## config.mk

```make
export PLATFORM = sky130hd
export DESIGN_NAME = txfill_ctrl
export DESIGN_NICKNAME = d
export VERILOG_FILES = /design/src/rtl/txfill_pkg.sv /design/src/rtl/txfill_regs.sv /design/src/rtl/txfill_pump.sv /design/src/rtl/txfill_ctrl.sv
export SDC_FILE = /design/constraint.sdc
export NUM_CORES = 1
export LEC_CHECK = 0
export BUFFER_PORTS_ARGS = -buffer_cell sky130_fd_sc_hd__buf_4
export CORE_UTILIZATION = 30
export CTS_CLUSTER_SIZE = 24
export DETAILED_ROUTE_END_ITERATION = 8
export PLACE_DENSITY_LB_ADDON = 0.08
export SLEW_MARGIN = 5
export SYNTH_ARGS = -nofsm -noshare
export SYNTH_HDL_FRONTEND = slang
export SYNTH_SLANG_ARGS = --single-unit
```

## constraint.sdc

```tcl
create_clock -name clk -period 2.9 [get_ports clk]
set_clock_uncertainty 0.05 [all_clocks]
set_input_delay 0.145 -clock clk [delete_from_list [all_inputs] [get_ports clk]]
set_output_delay 0.145 -clock clk [all_outputs]
set_load 0.03 [all_outputs]
```

## src/rtl/txfill_pkg.sv

```systemverilog
package txfill_pkg;

    localparam logic [1:0] SEL_CFG  = 2'd0;
    localparam logic [1:0] SEL_CMD  = 2'd1;
    localparam logic [1:0] SEL_SIZE = 2'd2;

    localparam int CFG_MEN_BIT   = 15;
    localparam int CFG_START_BIT = 16;
    localparam int CMD_WAIT_BIT  = 0;

    typedef struct packed {
        logic man_en;
        logic push_wait;
        logic pend;
    } ctl_state_t;

    typedef struct packed {
        logic [31:0] size;
    } pump_state_t;

endpackage

```

## src/rtl/txfill_regs.sv

```systemverilog
module txfill_regs
    import txfill_pkg::*;
(
    input  logic        clk,
    input  logic        rst_n,
    input  logic        wr_en,
    input  logic [1:0]  wr_sel,
    input  logic [31:0] wr_data,
    input  logic        tx_empty,
    input  logic        size_zero,
    output logic        man_en,
    output logic        push_wait,
    output logic        pend
);

    ctl_state_t st_d, st_q;
    logic       cfg_wr;
    logic       start_hit;

    always_comb begin
        st_d      = st_q;
        cfg_wr    = wr_en && (wr_sel == SEL_CFG);
        start_hit = cfg_wr && wr_data[CFG_START_BIT] && st_q.man_en;

        if (cfg_wr) begin
            st_d.man_en = wr_data[CFG_MEN_BIT];
        end
        if (wr_en && (wr_sel == SEL_CMD)) begin
            st_d.push_wait = wr_data[CMD_WAIT_BIT];
        end

        if (start_hit) begin
            st_d.pend = 1'b1;
        end else if (tx_empty && size_zero) begin
            st_d.pend = 1'b0;
        end
    end

    always_ff @(posedge clk or negedge rst_n) begin
        if (!rst_n) begin
            st_q <= '0;
        end else begin
            st_q <= st_d;
        end
    end

    assign man_en    = st_q.man_en;
    assign push_wait = st_q.push_wait;
    assign pend      = st_q.pend;

endmodule

```

## src/rtl/txfill_pump.sv

```systemverilog
module txfill_pump
    import txfill_pkg::*;
#(
    parameter int CNT_W    = 8,
    parameter int RX_AFULL = 64
) (
    input  logic             clk,
    input  logic             rst_n,
    input  logic             size_wr,
    input  logic [31:0]      size_wdata,
    input  logic             trigger,
    input  logic             push_wait,
    input  logic [CNT_W-1:0] tx_count,
    input  logic [CNT_W-1:0] rx_count,
    output logic             push,
    output logic [31:0]      size
);

    localparam int SUM_W = CNT_W + 1;
    localparam int LIMIT = RX_AFULL - 3;
    localparam logic [SUM_W-1:0] LIMIT_V = SUM_W'(LIMIT);

    pump_state_t       st_d, st_q;
    logic [SUM_W-1:0]  occ_sum;
    logic              room_ok;
    logic              wait_blk;
    logic [31:0]       rounded;

    always_comb begin
        st_d     = st_q;
        occ_sum  = SUM_W'(tx_count) + SUM_W'(rx_count);
        room_ok  = occ_sum < LIMIT_V;
        wait_blk = push_wait && (tx_count != '0);
        push     = trigger && (st_q.size != 32'd0) && !wait_blk && room_ok;
        rounded  = st_q.size & ~32'd3;

        if (size_wr) begin
            st_d.size = size_wdata;
        end else if (push) begin
            st_d.size = (rounded >= 32'd4) ? (rounded - 32'd4) : 32'd0;
        end
    end

    always_ff @(posedge clk or negedge rst_n) begin
        if (!rst_n) begin
            st_q <= '0;
        end else begin
            st_q <= st_d;
        end
    end

    assign size = st_q.size;

endmodule

```

## src/rtl/txfill_ctrl.sv

```systemverilog
module txfill_ctrl
    import txfill_pkg::*;
#(
    parameter int FIFO_DEPTH = 128,
    parameter int RX_AFULL   = 64,
    parameter int CNT_W      = $clog2(FIFO_DEPTH + 1)
) (
    input  logic             clk,
    input  logic             rst_n,
    input  logic             wr_en,
    input  logic [1:0]       wr_sel,
    input  logic [31:0]      wr_data,
    input  logic [CNT_W-1:0] tx_count,
    input  logic [CNT_W-1:0] rx_count,
    output logic             push_zero,
    output logic             drain_req,
    output logic [31:0]      size_left,
    output logic             start_pend
);

    logic man_en_w;
    logic push_wait_w;
    logic pend_w;
    logic trigger_w;
    logic size_wr_w;
    logic tx_empty_w;

    assign tx_empty_w = (tx_count == '0);
    assign size_wr_w  = wr_en && (wr_sel == SEL_SIZE);

    txfill_regs u_regs (
        .clk       (clk),
        .rst_n     (rst_n),
        .wr_en     (wr_en),
        .wr_sel    (wr_sel),
        .wr_data   (wr_data),
        .tx_empty  (tx_empty_w),
        .size_zero (size_left == 32'd0),
        .man_en    (man_en_w),
        .push_wait (push_wait_w),
        .pend      (pend_w)
    );

    assign trigger_w = pend_w || (!tx_empty_w && !man_en_w);

    txfill_pump #(
        .CNT_W    (CNT_W),
        .RX_AFULL (RX_AFULL)
    ) u_pump (
        .clk        (clk),
        .rst_n      (rst_n),
        .size_wr    (size_wr_w),
        .size_wdata (wr_data),
        .trigger    (trigger_w),
        .push_wait  (push_wait_w),
        .tx_count   (tx_count),
        .rx_count   (rx_count),
        .push       (push_zero),
        .size       (size_left)
    );

    assign drain_req  = trigger_w;
    assign start_pend = pend_w;

endmodule

```

==> key figures, run 1 <==
Run status
  • Status: complete, no violations

STA
  • Tcrit/Tclk final: 0.9894
  • Worst Tran Pin Value: 0.8069 ns
  • Rel. slew slack: 0.4621
  • Clock period minus worst slack: ~2.9 ns
  • Finish-stage setup viols: 0
  • RSZ-0062 raised after global routing: yes
  • Max Slew Vio Count: 0
  • Fin Hold WS: 0.007398 ns
  • Final hold violation count: 0
  • Max Freq: around 0.35 GHz

Worst setup path
  • R2r setup slk: ~0.050 ns
  • Worst flop-to-flop path startpoint: u_pump.size[25]
  • Crit Path Category: flop to primary output
  • Crit. End Element: primary output
  • Largest stage delay on the critical path: between 0.5 and 0.6 ns
  • Critical Path RT: around 2.7 ns
  • Critical Path Fanout Max: 7
  • CP Launch Type: flop
  • Critical Path, Cell by Cell: or4_4 > or2_1 > or3_4 > or3b_4 > nand4_4 > buf_8 > inv_6 > buf_6
  • Crit path DAT: 2.67 ns
  • Critical path's slowest cell: or4_4
  • Reg2reg end: u_pump.size[8]
  • Reg2reg path depth: 8

Synthesis
  • Post-Synthesis Cells: just under 300
  • Mux cell area share after synthesis: 0.04037
  • Synth Flop Type: dfrtp_1
  • Post-synth top area share: 0.3447
  • Top cells by area, synth: dfrtp_1 (34%), or4_1 (5.0%), ha_1 (4.9%), nor2_1 (4.7%), nand2_1 (4.6%)
  • Async S/R FF share, synth: 1.000
  • Seq/Total Area, Yosys: 0.3447
  • Most frequent cells after synthesis: dfrtp_1 (35), nor2_1 (32), nand2_1 (31), or4_1 (17)
  • Post-Synth XOR/XNOR Area: 0.01379
  • Synth unique cells: between 50 and 60
  • Synth Area per Inst: about 8.6 µm²
  • Cell with the most instances after synthesis: dfrtp_1
  • Adder-cell share of the synthesized area: 0.05711
  • Synthesized cell area: between 2000 and 3000 µm²
  • Syn_nets: between 300 and 400
  • Syn. warnings: 0
  • Area fraction in compound gates after synthesis: 0.1989
  • Top cell type by total area after synthesis: dfrtp_1
  • Simple logic cell fraction of the synthesized area: 0.2890
  • Post-synth EDFFs: 0
  • Largest family of logic cells by synthesized area: simple AND/OR/NAND/NOR gates
  • Yosys reg bits: 35

Drt
  • Post-DRT Antenna Nets: 0
  • Detailed-route wire length per cell: approximately 15 µm
  • DRT Pass-1 Iters: 4
  • Vias: between 2k and 3k
  • Via/cell ratio: approximately 5.3
  • Drt total wl: approximately 8000 µm
  • 1st-iter DRT viols: 130
  • Post-route DRC violation count: 0

Min path
  • Worst hold path type: primary input to flop
  • Hold endpoint: u_pump.size[1]
  • WHS Path Cells: 3
  • Min-Delay Startpoint: wr_data[1]

CTS
  • Clk sink count: 35
  • H-tree levels: 2
  • CTS tree: yes
  • Clk slew on worst S/H paths: 0.08 ns
  • Clk Latency, worst-skew pair: between 0.2 and 0.3 ns
  • Clk buf depth: 2
  • Root Buffer: clkbuf_8
  • CTS buffer count: 5

Die
  • Die width: between 90 and 100 µm
  • Die area: 8843 µm²
  • # rows: 33
  • Io pins: 88
  • Die H: around 94 µm
  • Core area: 8217 µm²
  • Starting Density: 0.3093

GRT
  • First-pass GRT wire length: 13030 µm
  • GRT Overall Usage: 0.1870
  • Vias in the first global route: around 2.7k
  • GR Overflow Total: 0
  • Largest net degree at the start of global routing: 44
  • Initial antenna violation count: 0

Finish
  • Antenna cell count: 0
  • Finished Core Util: 0.4545
  • Proportion of layout cells with a drive suffix above 1: 0.3807
  • Number of nets in the layout: ~480
  • Area Growth Syn to Fin: 46.97%
  • Final Cell Area: ~3700 µm²

Power
  • VDD IR max: 0.0001829 V
  • Power Total: between 1500 and 2000 µW
  • Power per cell area: about 510 nW/µm²
  • Leakage Power: approximately 0.0016 µW

Flow run
  • Maxcap violations: 0

Placed design
  • Placed cell area: between 3000 and 4000 µm²
  • Dpl hpwl: 5810 µm
  • # port buffers: between 80 and 90
  • Final Wtd Congestion: roughly 0.83
[worst max path at each step]
stage | end | cells past startpoint | slack [ns] | from
after CTS | u_pump.size[8] | 8 | -0.008 | u_pump.size[25]
after floorplan | u_pump.size[5] | 11 | -0.001 | u_pump.size[25]
after detailed placement | u_pump.size[16] | 12 | -0.28 | tx_count[0]
after global placement | u_pump.size[16] | 12 | -0.13 | tx_count[0]
final | push_zero | 8 | 0.03 | u_pump.size[25]
after global routing | push_zero | 8 | -0.05 | u_pump.size[25]
[layout by cell type, fill, tap and decap left out, types with 8 or more instances in the layout]
cell type	Yosys	layout
a21oi_1	8	8
or4_1	17	17
a31oi_1	8	8
o21ai_0	14	14
dfrtp_1	35	31
mux2i_1	8	8
nand3_1	14	13
ha_1	10	9
nand2_1	31	31
nor2_1	32	30
buf_4	3	122
[state kept, by name, indices dropped and copies added, names as in the netlist]
name	flops
u_pump.size	32
u_regs.man_en	1
u_regs.pend	1
u_regs.push_wait	1
[critical path, delay by kind of cell (launching register included)]
kind	cells	cell delay, ns
AND/OR/NAND/NOR	5	1.66
buffers and inverters	3	0.32
flip-flops	1	0.40
[power breakdown]
group / switching [µW] / total (µW) / internal [µW]
Clock: 187 / 405 / 217
Sequential: 90.5 / 674 / 584
Combinational: 471 / 836 / 366
[final cells by class]
class | count | area, µm²
Clock buffer | 8 | 100.1
Fill cell | 813 | 4482
Inverter | 8 | 35.03
Multi-Input combinational cell | 235 | 1583
Sequential cell | 35 | 880.8
Tap cell | 105 | 131.4
Timing Repair Buffer | 129 | 1005
[what timing repair did]
| action | CTS | global route |
|---|---|---|
| endpoints found under the setup margin | 3 | 31 |
| hold endpoints to repair | 36 | 0 |
| pin swaps | 0 | 1 |
| gates resized for setup | 7 | 10 |
| setup buffers | 3 | 1 |
| cloned | 0 | 1 |
| hold buffers | 2 | 0 |
[cell families (layout without fill, tap and decap cells)]
family,count (synthesis),after routing
buffers and inverters,26,145
AO/OA/AOI/OAI,71,71
XOR/XNOR,4,4
AND/OR/NAND/NOR,139,139
flip-flops,35,35
adder cells (fa/ha/maj),11,11
multiplexers,10,10
[through the flow]
stage	std cells	setup TNS, ns	setup slack (ns)
floorplan	296	-0.001371	-0.001371
global placement	505	-1.266	-0.1270
detailed placement	505	-3.784	-0.2780
CTS	518	-0.01223	-0.007934
global route	520	-0.06236	-0.04724
finish	520	0	0.03086
[layer usage]
metal	track usage	wire (µm)
met2	0.3072	3670
met3	0.02994	459
met1	0.2583	3861
met5	0	0
met4	0.03846	34
No activity file was read; power rests on OpenSTA's default activity.
==> run 2: changes to the inputs <==
--- a/config.mk
+++ b/config.mk
@@ -5,10 +5,11 @@
 export SDC_FILE = /design/constraint.sdc
 export NUM_CORES = 1
 export LEC_CHECK = 0
-export BUFFER_PORTS_ARGS = -buffer_cell sky130_fd_sc_hd__buf_4
 export CORE_UTILIZATION = 30
 export CTS_CLUSTER_SIZE = 24
 export DETAILED_ROUTE_END_ITERATION = 8
+export DONT_BUFFER_PORTS = 1
+export HOLD_SLACK_MARGIN = 0.02
 export PLACE_DENSITY_LB_ADDON = 0.08
 export SLEW_MARGIN = 5
 export SYNTH_ARGS = -nofsm -noshare
==> run 2 against run 1 <==
  * Hold slack gained 0.022 ns
  * First-iteration DRC count grew 3.8%
  * Maximum frequency shrank 0.30%
  * Clock power grew 16%
  * Power shrank 1.2%
  * Largest cell class unchanged
==> key figures, run 2 (same netlist as run 1, synthesis figures left out) <==
Die
  • Die width: roughly 94 µm
  • Starting Density: 0.3093
  • Core area: around 8000 µm²
  • Die H: 94.04 µm
  • Die area: a little under 9000 µm²
  • Io pins: a little under 90
  • # rows: 33

Worst setup path
  • Setup crit start: u_pump.size[25]
  • Reg2reg path depth: 9
  • Crit Path Category: flop to flop
  • Largest stage delay on the critical path: approximately 0.53 ns
  • Top cell family by delay on the critical path: simple AND/OR/NAND/NOR gates
  • Critical Path, Cell by Cell: or4_4 > or2_1 > or3_4 > buf_6 > a2111oi_4 > buf_4 > clkbuf_16 > nor3_1 > a221o_1
  • CP Launch Type: flop
  • Critical path's slowest cell: or4_4
  • Worst flop-to-flop path startpoint: u_pump.size[25]
  • R2r setup slk: roughly 0.022 ns
  • Critical Path Fanout Max: 6
  • Crit path DAT: between 3 and 4 ns
  • Crit path buffers/inverters: 3
  • Crit. End Element: flop
  • Critical Path RT: approximately 3 ns
  • Reg2reg end: u_pump.size[8]

Drt
  • DRT Pass-1 Iters: 4
  • Post-DRT Antenna Nets: 0
  • 1st-iter DRT viols: between 100 and 150
  • Detailed-route wire length per cell: around 18 µm
  • Vias: roughly 2.6k
  • Drt total wl: between 8000 and 9000 µm
  • Post-route DRC violation count: 0
  • Via/cell ratio: around 5.5

Power
  • Part of the power in combinational logic: 0.387
  • Seq pwr share: 0.365
  • P_sw: 737.2 µW
  • Clock network power share: 0.248
  • Pint: 1156 µW
  • Power per cell area: around 530 nW/µm²
  • Net Sw Frac: 0.3895
  • VDD IR max: around 0.0002 V
  • Leakage Power: 0.001367 µW

CTS
  • H-tree levels: 2
  • CTS tree: yes
  • CTS buffer count: 5
  • Clk slew on worst S/H paths: around 0.080 ns
  • Clk Latency, worst-skew pair: roughly 0.29 ns
  • Clk sink count: 35
  • Root Buffer: clkbuf_8
  • Clk buf depth: 2

Finish
  • Proportion of layout cells with a drive suffix above 1: 0.2493
  • Reg area: between 800 and 900 µm²
  • Commonest non-fill, non-tap cell in the layout: buf_4
  • Number of nets in the layout: 432
  • Most frequent cells in the layout: buf_4 (47), nand2_1 (31), dfrtp_1 (31)
  • Largest register FFs: 32
  • Fillcell total: around 830
  • Antenna cell count: 0
  • Area Growth Syn to Fin: 39.29%
  • Area of the multi-input gates: between 1500 and 2000 µm²
  • Final Cell Area: around 3500 µm²

STA
  • Tcrit/Tclk final: 0.9924
  • Clock period minus worst slack: 2.878 ns
  • Rel. slew slack: 0.4512
  • Max Freq: ~0.35 GHz
  • Final hold violation count: 0
  • Final setup margin: 0.02210 ns
  • Finish-stage setup viols: 0
  • RSZ-0062 raised after global routing: yes
  • Sum Neg Setup Slack: 0 ns
  • Max Slew Vio Count: 0
  • Fin Hold WS: between 0.02 and 0.03 ns
  • Worst Tran Pin Value: 0.8232 ns

Placed design
  • Placed cell area: about 3000 µm²
  • Final Wtd Congestion: 0.7443
  • Dpl hpwl: 5761 µm
  • # port buffers: 0
  • Post-placement setup slack: -0.1672 ns

Min path
  • Worst hold path type: primary input to flop
  • WHS Path Cells: 2
  • Min-Delay Startpoint: wr_data[14]
  • Hold endpoint: u_pump.size[14]

GRT
  • Initial antenna violation count: 0
  • Vias in the first global route: around 2.4k
  • GR Overflow Total: 0
  • GRT Overall Usage: 0.1866
  • First-pass GRT wire length: about 13000 µm
  • Largest net degree at the start of global routing: 44

Run status
  • Status: complete, no violations

Flow run
  • Maxcap violations: 0
==> run 2: cell count changes in the layout (fill, tap and decap cells not counted), moves of 2 or more <==
cell,before,now
or4_4,1,3
o21ai_1,3,5
or4_1,17,15
o21ai_0,14,12
buf_4,122,47
buf_6,3,5
dlygate4sd3_1,2,25
clkbuf_16,0,3
==> run 2: stage by stage <==
| stage | power, µW | util | cells |
|---|---|---|---|
| floorplan | 1145 | - | 296 |
| global placement | 1375 | 0.3617 | 432 |
| detailed placement | 1371 | 0.3617 | 432 |
| CTS | 1894 | 0.4124 | 468 |
| global route | 1998 | 0.4308 | 474 |
| finish | 1893 | 0.4308 | 474 |
==> run 2: timing repair <==
item                       CTS  global route
gates cloned                 0             3
pin swaps                    0             6
hold endpoints to repair    62             0
hold buffers                26             0
buffers inserted             2             3
gates resized for setup      4            19
setup endpoints to repair    1            19
==> run 2: worst max path at each step <==
stage | to | slack [ns] | cells past startpoint
finish | u_pump.size[8] | 0.02 | 9
global route | u_pump.size[11] | -0.09 | 9
CTS | push_zero | 0.02 | 8
detailed placement | u_pump.size[20] | -0.17 | 11
global placement | u_pump.size[20] | -0.02 | 11
floorplan | u_pump.size[5] | -0.001 | 11
==> run 2: worst reg2reg max path, cell delays in order, from the launching register on <==
cell,delay [ns]
dfrtp_2,0.40
or4_4,0.53
or2_1,0.24
or3_4,0.34
buf_6,0.14
a2111oi_4,0.40
buf_4,0.20
clkbuf_16,0.14
nor3_1,0.05
a221o_1,0.29
==> run 2: power groups by stage <==
stage	sequential [µW]	clock, µW	combinational (µW)
after floorplan	856	0	289
after global placement	701	0	674
after detailed placement	700	0	671
after CTS	691	479	724
after global routing	705	498	795
final	691	469	733
==> run 2: layout make-up <==
cell class / instances / area share
clock buffer: 6 / 0.02333
clock inverter: 2 / 0.009898
inverter: 8 / 0.009191
multi-input combinational: 235 / 0.4486
sequential: 35 / 0.2489
tap: 105 / 0.03712
timing repair buffer: 83 / 0.2230
==> run 2: per-layer routing <==
| metal | global-route usage | part of all wire |
|---|---|---|
| met1 | 0.2648 | 0.49 |
| met2 | 0.2859 | 0.46 |
| met3 | 0.03964 | 0.049 |
| met4 | 0.04744 | 0.0071 |
| met5 | 0 | 0 |
==> run 3: changes to the inputs <==
--- a/config.mk
+++ b/config.mk
@@ -5,6 +5,8 @@
 export SDC_FILE = /design/constraint.sdc
 export NUM_CORES = 1
 export LEC_CHECK = 0
+export CORE_ASPECT_RATIO = 0.5
+export CORE_MARGIN = 1.5
 export CORE_UTILIZATION = 30
 export CTS_CLUSTER_SIZE = 24
 export DETAILED_ROUTE_END_ITERATION = 8
==> constraint.sdc (replaced) <==
create_clock -name clk -period 2.51 [get_ports clk]
set_clock_uncertainty 0.05 [all_clocks]
set_input_delay 0.1255 -clock clk [delete_from_list [all_inputs] [get_ports clk]]
set_output_delay 0.1255 -clock clk [all_outputs]
set_load 0.03 [all_outputs]
==> run 3 against run 2 <==
  * The run now ends with setup timing left
  * Clock-buffer cell count is 1 lower
  * Sequential share of layout area is 3.1 points lower
  * Global-route usage is 1.9 points higher
  * Critical path depth is 1 lower
  * Routed wire length is 10% higher
  * Critical path type is now flop to primary output
  * Largest power group unchanged
==> key figures, run 3 (same netlist as run 1, synthesis figures left out) <==
Run status
  • Status: finished with violations
  • Failing checks: setup timing

CTS
  • Clk Latency, worst-skew pair: about 0.28 ns
  • Clk slew on worst S/H paths: ~0.060 ns
  • CTS tree: yes
  • Root Buffer: clkbuf_16
  • Clk sink count: 35
  • Clk buf depth: 2
  • CTS buffer count: 5
  • H-tree levels: 2

Power
  • Seq pwr share: 0.305
  • Clock network power share: 0.255
  • VDD IR max: roughly 0.00026 V
  • P_sw: 931.5 µW
  • Pint: between 1000 and 1500 µW
  • Part of the power in combinational logic: 0.440
  • Leakage Power: around 0.0016 µW
  • Net Sw Frac: 0.3859
  • Power per cell area: approximately 600 nW/µm²

Placed design
  • Final Wtd Congestion: approximately 0.9
  • Post-placement setup slack: -0.4955 ns
  • # port buffers: 0
  • Dpl hpwl: between 6000 and 7000 µm

Die
  • Starting Density: 0.3131
  • # rows: 23
  • Die width: 133.2 µm
  • Die H: between 60 and 70 µm
  • Core area: slightly above 8000 µm²
  • Die area: around 9100 µm²
  • Io pins: 88

Min path
  • Worst hold path type: primary input to flop
  • Min-Delay Startpoint: wr_data[14]
  • Hold endpoint: u_pump.size[14]
  • WHS Path Cells: 2

Finish
  • Area Growth Syn to Fin: 59.13%
  • Antenna cell count: 0
  • Number of nets in the layout: 465
  • Most frequent cells in the layout: buf_4 (69), nand2_1 (31), dfrtp_1 (31)
  • Finished Core Util: 0.4983
  • Commonest non-fill, non-tap cell in the layout: buf_4
  • Proportion of layout cells with a drive suffix above 1: 0.3507
  • Largest register FFs: 32

STA
  • Finish-stage setup viols: 32
  • Final hold violation count: 0
  • Max Freq: approximately 0.35 GHz
  • Final setup margin: -0.3081 ns
  • RSZ-0062 raised after global routing: yes
  • Rel. slew slack: 0.4878
  • Tcrit/Tclk final: 1.123
  • Max Slew Vio Count: 0
  • Clock period minus worst slack: 2.818 ns
  • Worst Tran Pin Value: roughly 0.77 ns

Worst setup path
  • Critical Path RT: roughly 2.3 ns
  • Crit Path Category: flop to primary output
  • R2r setup slk: -0.27 ns
  • Reg2reg path depth: 8
  • Setup crit start: u_pump.size[25]
  • Crit path DAT: 2.64 ns
  • Critical Path Fanout Max: 7
  • Crit. End Element: primary output
  • CP Launch Type: flop
  • Worst flop-to-flop path startpoint: u_pump.size[25]
  • Reg2reg end: u_pump.size[8]

Drt
  • Drt total wl: slightly above 9000 µm
  • Via/cell ratio: around 5.6
  • 1st-iter DRT viols: ~160
  • DRT Pass-1 Iters: 4
  • Vias: about 2.9k
  • Post-DRT Antenna Nets: 0
  • Post-route DRC violation count: 0
  • Detailed-route wire length per cell: between 15 and 20 µm

Flow run
  • Maxcap violations: 0

GRT
  • GRT Overall Usage: 0.2057
  • Largest net degree at the start of global routing: 36
  • GR Overflow Total: 0
  • Vias in the first global route: about 2.8k
  • First-pass GRT wire length: about 14000 µm
  • Initial antenna violation count: 0
## run 3: changes by cell type in the layout (fill, tap and decap cells not counted), moves of 4 or more
cell,before,now
buf_16,0,4
clkbuf_8,6,0
buf_4,47,69
clkbuf_16,3,7
o21ai_0,12,6
o21ai_1,5,9
## run 3: repair_timing
item	4_1_cts	5_1_grt
pin swaps	9	15
hold buffers	28	0
setup endpoints to repair	33	33
setup buffers	7	4
resized for setup	21	34
endpoints found under the hold margin	64	0
cloned	4	2
## run 3: metal layers
metal	part of all wire	wire [µm]	global-route usage
met1	0.46	4223	0.2760
met2	0.47	4337	0.3431
met3	0.066	613	0.04889
met4	0.0064	59	0.04484
met5	0	0	0
## run 3: worst max-delay path by stage
| stage | endpoint | slack [ns] | depth (start not counted) |
|---|---|---|---|
| after floorplan | u_pump.size[5] | -0.39 | 11 |
| after global placement | u_pump.size[25] | -0.43 | 10 |
| after detailed placement | u_pump.size[25] | -0.50 | 10 |
| after CTS | push_zero | -0.35 | 8 |
| after global routing | push_zero | -0.36 | 8 |
| final | push_zero | -0.31 | 8 |
## run 3: worst max-delay path, cell delays in order, from the launching register on
cell     delay, ns
dfrtp_2       0.40
or4_4         0.54
or2_4         0.25
or3_4         0.34
or3b_4        0.39
nand4_4       0.14
buf_6         0.12
inv_6         0.04
buf_6         0.13
## run 3: cell type report
class / count / area [µm²]
clock inverter: 3 / 20.02
inverter: 8 / 35.03
tap: 112 / 140.1
timing repair buffer: 116 / 1147
sequential: 35 / 880.8
fill: 783 / 4071
multi-input combinational: 235 / 1695
clock buffer: 5 / 125.1
## run 3: power by group through the flow
stage,clock network (µW),logic (µW),registers [µW]
3_3_place_gp,0,912,745
4_1_cts,638,1000,736
5_1_grt,658,1140,751
2_1_floorplan,0,339,989
6_report,615,1060,736
3_5_place_dp,0,921,744
## run 3: metrics by stage
step | hold slack [ns] | TNS [ns] | area [µm²] | total power (µW) | std cells
floorplan | -0.2201 | -9.673 | 2595 | 1328 | 296
global placement | -0.2189 | -9.413 | 3159 | 1657 | 461
detailed placement | -0.2188 | -11.05 | 3159 | 1665 | 461
CTS | 0.02081 | -7.517 | 3834 | 2376 | 508
global route | 0.03621 | -9.438 | 4044 | 2548 | 514
finish | 0.01327 | -7.152 | 4044 | 2414 | 514
